**config.mk**
```make
export PLATFORM = sky130hd
export DESIGN_NAME = swap_seq
export DESIGN_NICKNAME = d
export VERILOG_FILES = /design/src/rtl/swap_pkg.sv /design/src/rtl/swp_field_dec.sv /design/src/rtl/swp_load_align.sv /design/src/rtl/swap_seq.sv
export SDC_FILE = /design/constraint.sdc
export NUM_CORES = 1
export LEC_CHECK = 0
export ABC_CLOCK_PERIOD_IN_PS = 2950
export BUFFER_PORTS_ARGS = -buffer_cell sky130_fd_sc_hd__buf_2
export CAP_MARGIN = 20
export CORE_MARGIN = 10
export CORE_UTILIZATION = 52
export CTS_CLUSTER_SIZE = 24
export DETAILED_ROUTE_END_ITERATION = 12
export PLACE_DENSITY = 0.86
export SETUP_SLACK_MARGIN = 0.15
export SYNTH_ARGS = -nofsm -noshare
export SYNTH_HDL_FRONTEND = slang
export SYNTH_HIERARCHICAL = 1
export SYNTH_SLANG_ARGS = --single-unit
export TNS_END_PERCENT = 10
```
**constraint.sdc**
```tcl
create_clock -name clk -period 2.95 [get_ports clk]
set_input_delay 0.1475 -clock clk [delete_from_list [all_inputs] [get_ports clk]]
set_output_delay 0.1475 -clock clk [all_outputs]
set_load 0.1 [all_outputs]
```
**src/rtl/swap_pkg.sv**
```systemverilog
package swap_pkg;
    localparam int IDX_W      = 4;
    localparam int BASE_LSB   = 16;
    localparam int DST_LSB    = 12;
    localparam int SRC_LSB    = 0;

    typedef enum logic [1:0] {
        ST_IDLE  = 2'd0,
        ST_READ  = 2'd1,
        ST_WRITE = 2'd2,
        ST_DONE  = 2'd3
    } swap_state_e;
endpackage

```
**src/rtl/swp_field_dec.sv**
```systemverilog
module swp_field_dec
    import swap_pkg::*;
#(
    parameter int IW = 32
) (
    input  logic [IW-1:0]    instr_i,
    output logic [IDX_W-1:0] base_idx_o,
    output logic [IDX_W-1:0] src_idx_o,
    output logic [IDX_W-1:0] dst_idx_o
);
    assign base_idx_o = instr_i[BASE_LSB +: IDX_W];
    assign src_idx_o  = instr_i[SRC_LSB  +: IDX_W];
    assign dst_idx_o  = instr_i[DST_LSB  +: IDX_W];
endmodule

```
**src/rtl/swp_load_align.sv**
```systemverilog
module swp_load_align #(
    parameter int DW = 32
) (
    input  logic [DW-1:0]            rdata_i,
    input  logic [$clog2(DW/8)-1:0]  off_i,
    input  logic                     byte_i,
    output logic [DW-1:0]            value_o
);
    localparam int LANES = DW / 8;

    logic [DW-1:0] rot [LANES];

    for (genvar g = 0; g < LANES; g++) begin : g_rot
        if (g == 0) begin : g_zero
            assign rot[g] = rdata_i;
        end else begin : g_shift
            assign rot[g] = {rdata_i[8*g-1:0], rdata_i[DW-1:8*g]};
        end
    end

    always_comb begin
        if (byte_i) value_o = {{(DW-8){1'b0}}, rdata_i[7:0]};
        else        value_o = rot[off_i];
    end
endmodule

```
**src/rtl/swap_seq.sv**
```systemverilog
module swap_seq
    import swap_pkg::*;
#(
    parameter int AW    = 32,
    parameter int DW    = 32,
    parameter int IW    = 32,
    parameter int CYC_W = 4
) (
    input  logic               clk,
    input  logic               rst_n,
    input  logic               start_i,
    input  logic [IW-1:0]      instr_i,
    input  logic               byte_i,
    input  logic [AW-1:0]      base_addr_i,
    input  logic [DW-1:0]      src_data_i,
    output logic [IDX_W-1:0]   rf_base_idx_o,
    output logic [IDX_W-1:0]   rf_src_idx_o,
    output logic               mem_req_o,
    output logic               mem_we_o,
    output logic               mem_byte_o,
    output logic               mem_lock_o,
    output logic [AW-1:0]      mem_addr_o,
    output logic [DW-1:0]      mem_wdata_o,
    input  logic               mem_ack_i,
    input  logic [DW-1:0]      mem_rdata_i,
    input  logic [CYC_W-1:0]   mem_cyc_i,
    output logic               done_o,
    output logic [DW-1:0]      result_o,
    output logic [IDX_W-1:0]   dst_idx_o,
    output logic [CYC_W:0]     cost_o
);
    localparam int OFF_W = $clog2(DW / 8);

    typedef struct packed {
        swap_state_e      state;
        logic [AW-1:0]    addr;
        logic [DW-1:0]    wdata;
        logic             bmode;
        logic [IDX_W-1:0] dst;
        logic [DW-1:0]    result;
        logic [CYC_W:0]   cost;
    } regs_t;

    regs_t r_q, r_d;

    logic [IDX_W-1:0] dec_dst;
    logic [DW-1:0]    aligned;

    swp_field_dec #(.IW(IW)) u_dec (
        .instr_i    (instr_i),
        .base_idx_o (rf_base_idx_o),
        .src_idx_o  (rf_src_idx_o),
        .dst_idx_o  (dec_dst)
    );

    swp_load_align #(.DW(DW)) u_align (
        .rdata_i (mem_rdata_i),
        .off_i   (r_q.addr[OFF_W-1:0]),
        .byte_i  (r_q.bmode),
        .value_o (aligned)
    );

    always_comb begin
        r_d = r_q;
        unique case (r_q.state)
            ST_IDLE: begin
                if (start_i) begin
                    r_d.state = ST_READ;
                    r_d.addr  = base_addr_i;
                    r_d.bmode = byte_i;
                    r_d.dst   = dec_dst;
                    r_d.wdata = byte_i ? {{(DW-8){1'b0}}, src_data_i[7:0]}
                                       : src_data_i;
                end
            end
            ST_READ: begin
                if (mem_ack_i) begin
                    r_d.state  = ST_WRITE;
                    r_d.result = aligned;
                    r_d.cost   = {1'b0, mem_cyc_i} << 1;
                end
            end
            ST_WRITE: begin
                if (mem_ack_i) r_d.state = ST_DONE;
            end
            default: r_d.state = ST_IDLE;
        endcase
    end

    always_ff @(posedge clk) begin
        if (!rst_n) begin
            r_q <= '{state: ST_IDLE, default: '0};
        end else begin
            r_q <= r_d;
        end
    end

    assign mem_req_o   = (r_q.state == ST_READ) || (r_q.state == ST_WRITE);
    assign mem_we_o    = (r_q.state == ST_WRITE);
    assign mem_lock_o  = mem_req_o;
    assign mem_byte_o  = r_q.bmode;
    assign mem_addr_o  = r_q.addr;
    assign mem_wdata_o = r_q.wdata;
    assign done_o      = (r_q.state == ST_DONE);
    assign result_o    = r_q.result;
    assign dst_idx_o   = r_q.dst;
    assign cost_o      = r_q.cost;

    // the write phase opens only right after a read acknowledge
    a_r2_read_before_write: assert property (@(posedge clk) disable iff (!rst_n)
        $rose(mem_req_o && mem_we_o) |-> $past(mem_req_o && !mem_we_o && mem_ack_i));

    // lock carries over from the read acknowledge into the write
    a_r3_lock_no_gap: assert property (@(posedge clk) disable iff (!rst_n)
        (mem_req_o && !mem_we_o && mem_ack_i) |=> (mem_lock_o && mem_req_o && mem_we_o));

    // lock released in the done cycle
    a_r3_lock_off_at_done: assert property (@(posedge clk) disable iff (!rst_n)
        done_o |-> !mem_lock_o);

    // byte writes carry nothing above the low byte
    a_r5_byte_wdata: assert property (@(posedge clk) disable iff (!rst_n)
        (mem_req_o && mem_we_o && mem_byte_o) |-> (mem_wdata_o[DW-1:8] == '0));

    // a doubled cost is always even
    a_r6_cost_even: assert property (@(posedge clk) disable iff (!rst_n)
        done_o |-> !cost_o[0]);

    // done lasts one cycle
    a_r8_done_pulse: assert property (@(posedge clk) disable iff (!rst_n)
        done_o |=> !done_o);

    // a waiting request holds its address, direction and data
    a_r10_req_stable: assert property (@(posedge clk) disable iff (!rst_n)
        (mem_req_o && !mem_ack_i) |=> ($stable(mem_addr_o) && $stable(mem_we_o) && $stable(mem_wdata_o)));
endmodule

```
==> results of run 1 <==
==> metrics by stage <==
stage | worst slack (ns) | power (mW) | hold WS [ns] | cell area (µm²)
floorplan | 0.976 | 4.62 | 0.282 | 6000
global placement | 1.06 | 4.75 | 0.296 | 6240
detailed placement | 1.01 | 4.79 | 0.296 | 6240
CTS | 0.958 | 6.04 | 0.0162 | 6560
global route | 0.763 | 6.28 | 0.0269 | 6560
finish | 0.991 | 5.99 | 0.0300 | 6560
==> power by group through the flow <==
stage | clock (mW) | combinational (mW) | sequential, mW
6_report | 1.25 | 2.97 | 1.77
3_5_place_dp | 0 | 2.98 | 1.81
5_1_grt | 1.34 | 3.14 | 1.80
2_1_floorplan | 0 | 2.84 | 1.78
4_1_cts | 1.28 | 2.98 | 1.78
3_3_place_gp | 0 | 2.96 | 1.80
==> final cells by class <==
type / count / share of cell area
multi-input combinational: 433 / 0.411
antenna: 3 / 0.00114
timing repair buffer: 227 / 0.185
clock buffer: 10 / 0.0364
inverter: 3 / 0.00172
tap: 143 / 0.0273
clock inverter: 6 / 0.0111
sequential: 107 / 0.327
==> worst paths after layout <==
kind | slack [ns] | to | startpoint | cells after the start
setup / recovery | 0.99 | mem_wdata_o[19] | r_q[107] | 6
hold / removal | 0.03 | mem_addr_o[17] | base_addr_i[17] | 3
setup reg to reg | 0.99 | mem_wdata_o[19] | r_q[107] | 6
hold reg to reg | 0.45 | mem_wdata_o[29] | mem_wdata_o[29] | 2
==> cells in the final DEF (no fill, tap or decap), drive strengths merged, types with 2 or more instances in the layout <==
cell / instances
buf: 227
nand2: 191
dfxtp: 107
a21boi: 105
nor2b: 26
nand3b: 24
mux4: 16
nor2: 10
clkbuf: 10
a211oi: 9
a21oi: 8
a22oi: 8
mux2: 7
nor3: 7
o21ai: 7
ha: 4
inv: 4
clkinv: 4
diode: 3
o211ai: 2
and2: 2
==> state kept, by name, indices dropped and copies added, names as in the netlist <==
name         count
mem_addr_o      32
mem_wdata_o     32
result_o        32
cost_o           4
dst_idx_o        4
r_q              2
mem_byte_o       1
==> worst register-to-register path: stages, from the launching register on <==
cell and delay, ns:
sky130_fd_sc_hd__dfxtp_1 0.44, sky130_fd_sc_hd__inv_1 0.09, sky130_fd_sc_hd__ha_1 0.24, sky130_fd_sc_hd__nand2_2 0.53, sky130_fd_sc_hd__buf_12 0.28, sky130_fd_sc_hd__nand2_1 0.09
sky130_fd_sc_hd__a21boi_0 0.19
==> logic make-up (layout without fill, tap and decap cells) <==
group,Yosys count,count (layout),share of synthesized area
AOI/OAI and AO/OA,143,143,0.173
and+or+nand+nor,261,261,0.192
buffers and inverters,170,246,0.194
adders and majority gates,4,4,0.00834
other,1,4,0.000625
DFF,107,107,0.357
muxes,24,24,0.0748
==> per-layer routing <==
metal,vias up,part of all wire,track usage
li1,2376,-,-
met1,2111,0.38,0.197
met3,31,0.11,0.0806
met4,2,0.027,0.0804
met2,184,0.48,0.297
met5,-,0.00086,0
==> Implementation_results.wiki, run 1 <==
{| class="wikitable"
! Metric !! Value
|-
| Status || finished, final reports clean
|-
| Post-CTS setup buffer count || 0
|-
| Later-pin clock latency in the skew report || ~0.34 ns
|-
| Maximum resistive drop on vdd || roughly 0.48 mV
|-
| Achievable frequency || roughly 500 MHz
|-
| CP Data Required Time || ~3.2 ns
|-
| Drt total wl || approximately 15000 µm
|-
| CTS tree || done
|-
| Switch Pwr || ~3.0 mW
|-
| Register area share after synthesis || 0.357
|-
| Depth of the CTS H-tree || 3
|-
| Wire length of the first global-routing pass || about 24000 µm
|-
| Final clock skew || around 0.0066 ns
|-
| Power share of the sequential group || 0.296
|-
| Cell total after placement || 913
|-
| Vias in the first global route || approximately 4700
|-
| Number of fill cells || approximately 1000
|-
| Fraction of registers with async set/reset || 0
|-
| Final Non-Filler Cells || approximately 930
|-
| DR vias/cell || 5.05
|-
| Fin crit share || 0.664
|-
| Net total in the final layout || slightly above 900
|-
| Starting density of the core || 0.528
|-
| Gpl congestion || 0.863
|-
| Synth Flop Type || sky130_fd_sc_hd__dfxtp_1
|-
| Remaining routing DRC violations || 0
|-
| Top cells by count, synth || 191 x sky130_fd_sc_hd__nand2_1, 127 x sky130_fd_sc_hd__buf_4, 107 x sky130_fd_sc_hd__dfxtp_1
|-
| Footprint of the multi-input gates || 2700 µm²
|-
| Clock buffer count from CTS || 9
|-
| Initial antenna violation count || 3
|-
| Final Core Density || 0.577
|-
| Power density of the placed cells || 913 nW/µm²
|-
| Top-Level Pins || about 260
|-
| Post-DP HPWL || about 11000 µm
|-
| Number of gates given a new drive strength after cts || 0
|-
| Largest area contributor in the synthesized netlist || sky130_fd_sc_hd__dfxtp_1
|-
| CTS sink count || 107
|-
| Via count || around 4700
|-
| Count of synthesis-stage warnings from yosys || 6
|-
| Final count of hold timing violations || 0
|-
| Number of core rows || 39
|-
| DR WL/cell || roughly 16 µm
|-
| Mapped Area || roughly 6000 µm²
|-
| Final worst path period need || roughly 2 ns
|-
| Sort of element at the end of the critical path || flip-flop
|-
| Combined buffer and inverter count along the critical path || 2
|-
| CP peak stage delay || 0.53 ns
|-
| Unique cell type count in the Yosys netlist || 31
|-
| Seq. cell area || around 2100 µm²
|-
| Layout cell share with drive strength beyond 1 || 0.344
|-
| Part of the power in the clock network || 0.208
|-
| Final Max Slew Viols || 0
|-
| PortBufs || between 200 and 250
|-
| Die Footprint || 16200 µm²
|-
| Total track usage || 0.181
|-
| Routed Antenna Nets || 0
|-
| Crit-path max FO || 37
|-
| Actual slew at the worst max-slew pin || 0.687 ns
|-
| Number of iterations in the first detailed-routing pass || 4
|-
| Maximum number of pins on one net before global-route repair || 59
|-
| Static Leakage || around 2.9 nW
|-
| Instance count of the mapped netlist || 710
|-
| Total nets after synthesis || around 850
|-
| Arrival @ worst endpoint || ~2.2 ns
|-
| Reg clk slew, reported paths || around 0.070 ns
|-
| Final setup fails || 0
|-
| Number of flip-flops and latches in the synthesized netlist || around 110
|-
| Synthesized area per cell || roughly 8.5 µm²
|-
| Area share of the leading cell type in the synthesized netlist || 0.357
|-
| Type of the most critical hold path || input pin to flip-flop
|-
| Unrepaired setup endpoints after global routing || false
|-
| Number of max-cap violations || 0
|-
| Portion of total power attributed to combinational logic || 0.496
|-
| P_int || approximately 3 mW
|-
| Maximum buffer depth of the clock tree || 2
|-
| Net Sw Frac || 0.508
|-
| Relative slew slack || 0.540
|-
| Cell Chain, Critical Path || inv_1, ha_1, nand2_2, buf_12, nand2_1, a21boi_0
|-
| Die Span X || approximately 130 µm
|-
| Fin Setup TNS || 0 ns
|-
| Area added between synthesis and finish || 9.34%
|-
| Slowest-stage cell, CP || sky130_fd_sc_hd__nand2_2
|-
| Family with the most delay on the worst path || simple AND/OR/NAND/NOR gates
|-
| Top cells by area in the synthesized netlist || sky130_fd_sc_hd__dfxtp_1 36%, sky130_fd_sc_hd__buf_4 16%, sky130_fd_sc_hd__nand2_1 12%
|-
| Core Area || ~11000 µm²
|-
| Worst setup path category || flip-flop to flip-flop
|-
| Cts-stage hold buffer count || 0
|-
| Chip height || 127 µm
|-
| Aggregate global routing overflow || 0
|-
| Initial detailed-routing violation count || roughly 320
|-
| Number of synthesized flops with an enable pin || 0
|-
| Nature of the critical path startpoint || flip-flop
|-
| Most instantiated library cell after synthesis || sky130_fd_sc_hd__nand2_1
|-
| Clock root buffer master || sky130_fd_sc_hd__clkbuf_16
|}
Power figures use the tool's default switching activity.
==> run 2: changes to the inputs <==
--- a/config.mk
+++ b/config.mk
@@ -5,14 +5,14 @@
 export SDC_FILE = /design/constraint.sdc
 export NUM_CORES = 1
 export LEC_CHECK = 0
-export ABC_CLOCK_PERIOD_IN_PS = 2950
+export ABC_CLOCK_PERIOD_IN_PS = 1700
 export BUFFER_PORTS_ARGS = -buffer_cell sky130_fd_sc_hd__buf_2
 export CAP_MARGIN = 20
 export CORE_MARGIN = 10
-export CORE_UTILIZATION = 52
+export CORE_UTILIZATION = 44
 export CTS_CLUSTER_SIZE = 24
 export DETAILED_ROUTE_END_ITERATION = 12
-export PLACE_DENSITY = 0.86
+export PLACE_DENSITY = 0.78
 export SETUP_SLACK_MARGIN = 0.15
 export SYNTH_ARGS = -nofsm -noshare
 export SYNTH_HDL_FRONTEND = slang
==> constraint.sdc (replaced) <==
create_clock -name clk -period 1.7 [get_ports clk]
set_input_delay 0.085 -clock clk [delete_from_list [all_inputs] [get_ports clk]]
set_output_delay 0.085 -clock clk [all_outputs]
set_load 0.1 [all_outputs]
==> run 2 against run 1 <==
Net effect: count of clock-buffer cells in the layout unchanged; sequential share of layout area down 3.7 points; largest cell class unchanged; via count rose by 8.2%; combinational power is 91% higher; core utilization fell by 1.9 points; worst hold slack worse by 0.016 ns.
==> Implementation_results.wiki, run 2 (synthesis gave the netlist of run 1 again) <==
{| class="wikitable"
! Metric !! Value
|-
| CP Data Required Time || 1.62 ns (-1.59 ns)
|-
| Final count of hold timing violations || 0 (unchanged)
|-
| Initial antenna violation count || 2 (-1)
|-
| Total track usage || 0.174 (-0.00611)
|-
| Cell total after placement || 954 (+4.5%)
|-
| Number of max-cap violations || 0 (unchanged)
|-
| Arrival @ worst endpoint || 1.47 ns (-0.75 ns)
|-
| Number of gates on the worst path with buffers counted || 3 (-3)
|-
| Clock root buffer master || sky130_fd_sc_hd__clkbuf_16
|-
| Launching point of the worst reg2reg path || r_q[106]
|-
| Die Footprint || 18700 µm² (+15%)
|-
| Maximum resistive drop on vdd || 0.965 mV (+100%)
|-
| Register-to-register setup slack || 0.18 ns (-0.81 ns)
|-
| Post-DP HPWL || 11800 µm (+4.8%)
|-
| Cell Chain, Critical Path || inv_1, ha_2, buf_6
|-
| Remaining routing DRC violations || 0 (unchanged)
|-
| Sort of element at the end of the critical path || output pin
|-
| Maximum number of pins on one net before global-route repair || 59 (unchanged)
|-
| Capture point of the critical path || mem_req_o
|-
| CP peak stage delay || 0.40 ns (-0.13 ns)
|-
| Power density of the placed cells || 1470 nW/µm² (+62%)
|-
| Die Span X || 137 µm (+7.3%)
|-
| CTS tree || done
|-
| Family with the most delay on the worst path || flip-flops
|-
| Chip height || 137 µm (+7.3%)
|-
| Nature of the critical path startpoint || flip-flop
|-
| Later-pin clock latency in the skew report || 0.35 ns (about the same)
|-
| Final setup fails || 0 (unchanged)
|-
| Worst setup slack after layout || 0.150 ns (-0.841 ns)
|-
| Timing startpoint of the critical path || r_q[106]
|-
| Maximum buffer depth of the clock tree || 2 (unchanged)
|-
| Worst setup path category || flip-flop to output pin
|-
| Core Area || 13300 µm² (+17%)
|-
| Crit-path max FO || 4 (-89%)
|-
| Net total in the final layout || 992 (+7.6%)
|-
| Achievable frequency || between 600 and 700 MHz
|-
| Initial detailed-routing violation count || 308 (-4.3%)
|-
| Routed Antenna Nets || 0 (unchanged)
|-
| Unrepaired setup endpoints after global routing || true
|-
| Slowest-stage cell, CP || sky130_fd_sc_hd__dfxtp_1
|-
| CTS sink count || 107 (unchanged)
|-
| Final worst path period need || ~1.6 ns
|-
| DR vias/cell || 4.92 (-2.5%)
|-
| Final Non-Filler Cells || 1034 (+11%)
|-
| Seq. cell area || 2150 µm² (+0.35%)
|-
| Clock buffer count from CTS || 9 (unchanged)
|-
| Relative slew slack || 0.653 (+0.113)
|-
| Starting density of the core || 0.452 (-0.0765)
|-
| Reg clk slew, reported paths || 0.08 ns (about the same)
|-
| Commonest non-fill, non-tap cells in the layout || 213 x sky130_fd_sc_hd__buf_2, 190 x sky130_fd_sc_hd__nand2_1, 104 x sky130_fd_sc_hd__dfxtp_1, 93 x sky130_fd_sc_hd__a21boi_0, 60 x sky130_fd_sc_hd__dlygate4sd3_1
|-
| Number of core rows || 42 (+7.7%)
|-
| Actual slew at the worst max-slew pin || 0.524 ns (-0.163 ns)
|-
| Reg2Reg Depth || 6 (unchanged)
|-
| Depth of the CTS H-tree || 3 (unchanged)
|-
| Static Leakage || 3.20 nW (+12%)
|-
| Drt total wl || 17200 µm (+13%)
|-
| Aggregate global routing overflow || 0 (unchanged)
|-
| Most frequent standard cell in the layout excluding fill and tap cells || sky130_fd_sc_hd__buf_2
|-
| Final Core Density || 0.559 (-0.0188)
|-
| Footprint of the multi-input gates || 2710 µm² (+0.23%)
|-
| Power consumption || 10.9 mW (+83%)
|-
| Final instance area || 7430 µm² (+13%)
|-
| Post-CTS setup buffer count || 0 (unchanged)
|-
| Vias in the first global route || 5137 (+8.6%)
|-
| Status || finished, final reports clean
|-
| Combined buffer and inverter count along the critical path || 2 (unchanged)
|-
| DR WL/cell || 16.6 µm (+2.2%)
|-
| Endpoint of the lowest-slack register-to-register path || mem_wdata_o[7]
|-
| Fin crit share || 0.912
|-
| Area added between synthesis and finish || 23.7%
|-
| Wire length of the first global-routing pass || 26500 µm (+9.7%)
|-
| Final clock skew || 0.0129 ns (+0.00633 ns)
|-
| Type of the most critical hold path || input pin to flip-flop
|-
| Placed cell areas || 6420 µm² (+2.8%)
|-
| Gpl congestion || 0.825 (-4.3%)
|-
| Via count || 5089 (+8.2%)
|-
| Fin Setup TNS || 0 ns (unchanged)
|-
| Top-Level Pins || 255 (unchanged)
|-
| Pre-CTS setup slack || 0.137 ns (-0.871 ns)
|-
| Layout cell share with drive strength beyond 1 || 0.332 (-0.0117)
|-
| Number of fill cells || 1139 (+10%)
|-
| Final Max Slew Viols || 0 (unchanged)
|-
| PortBufs || 217 (unchanged)
|-
| WHS || 0.0137 ns (-0.0164 ns)
|-
| Number of iterations in the first detailed-routing pass || 5 (+1)
|}
-- run 2: changes by cell type in the layout (fill, tap and decap cells not counted), moves of 2 or more --
cell and change:
sky130_fd_sc_hd__buf_12 +5, sky130_fd_sc_hd__buf_2 -4, sky130_fd_sc_hd__buf_4 +2, sky130_fd_sc_hd__buf_6 +4, sky130_fd_sc_hd__clkbuf_16 +2, sky130_fd_sc_hd__dfxtp_1 -2, sky130_fd_sc_hd__dfxtp_4 +2, sky130_fd_sc_hd__dlygate4sd3_1 +60
sky130_fd_sc_hd__ha_1 -2, sky130_fd_sc_hd__ha_2 +2, sky130_fd_sc_hd__inv_6 +2
-- run 2: area by class of cell --
cell class | instances | share of cell area
antenna | 2 | 0.000674
clock buffer | 10 | 0.0322
clock inverter | 6 | 0.0103
inverter | 3 | 0.00152
multi-input combinational | 433 | 0.364
sequential | 107 | 0.290
tap | 176 | 0.0297
timing repair buffer | 297 | 0.272
-- run 2: what timing repair did --
item,CTS,global route
cloned,0,2
resized for setup,6,8
hold buffers,60,0
setup endpoints to repair,9,68
endpoints found under the hold margin,60,0
-- run 2: layer usage --
layer / global-route usage / wire length, µm / vias up / share of wire
met1: 0.192 / 6640 / 2345 / 0.39
met4: 0.0755 / 417 / 0 / 0.024
met2: 0.297 / 8620 / 199 / 0.50
li1: - / - / 2514 / -
met5: 0 / 0 / - / 0
met3: 0.0634 / 1500 / 31 / 0.087
-- run 2: worst register-to-register path, stage by stage, from the launching register on --
cell                       delay [ns]
sky130_fd_sc_hd__dfxtp_1         0.35
sky130_fd_sc_hd__inv_1           0.12
sky130_fd_sc_hd__ha_2            0.23
sky130_fd_sc_hd__and2_4          0.22
sky130_fd_sc_hd__buf_12          0.19
sky130_fd_sc_hd__nand2_1         0.10
sky130_fd_sc_hd__a21boi_0        0.22
-- run 2: worst min path at each step --
stage | from | to | slack [ns] | cells past startpoint
after floorplan | base_addr_i[10] | mem_addr_o[10] | 0.22 | 2
after global placement | instr_i[19] | rf_base_idx_o[3] | 0.17 | 0
after detailed placement | instr_i[19] | rf_base_idx_o[3] | 0.17 | 0
after CTS | src_data_i[12] | mem_wdata_o[12] | 0.002 | 3
after global routing | src_data_i[30] | mem_wdata_o[30] | 0.007 | 3
final | src_data_i[12] | mem_wdata_o[12] | 0.01 | 3
-- run 2: report_power, final --
| part | total [mW] | internal, mW | switching [mW] | leakage [nW] |
|---|---|---|---|---|
| Sequential | 3.07 | 2.87 | 0.205 | 0.875 |
| Combinational | 5.66 | 1.40 | 4.26 | 2.17 |
| Clock | 2.22 | 1.21 | 1.01 | 0.156 |
| Total | 10.9 | 5.48 | 5.47 | 3.20 |
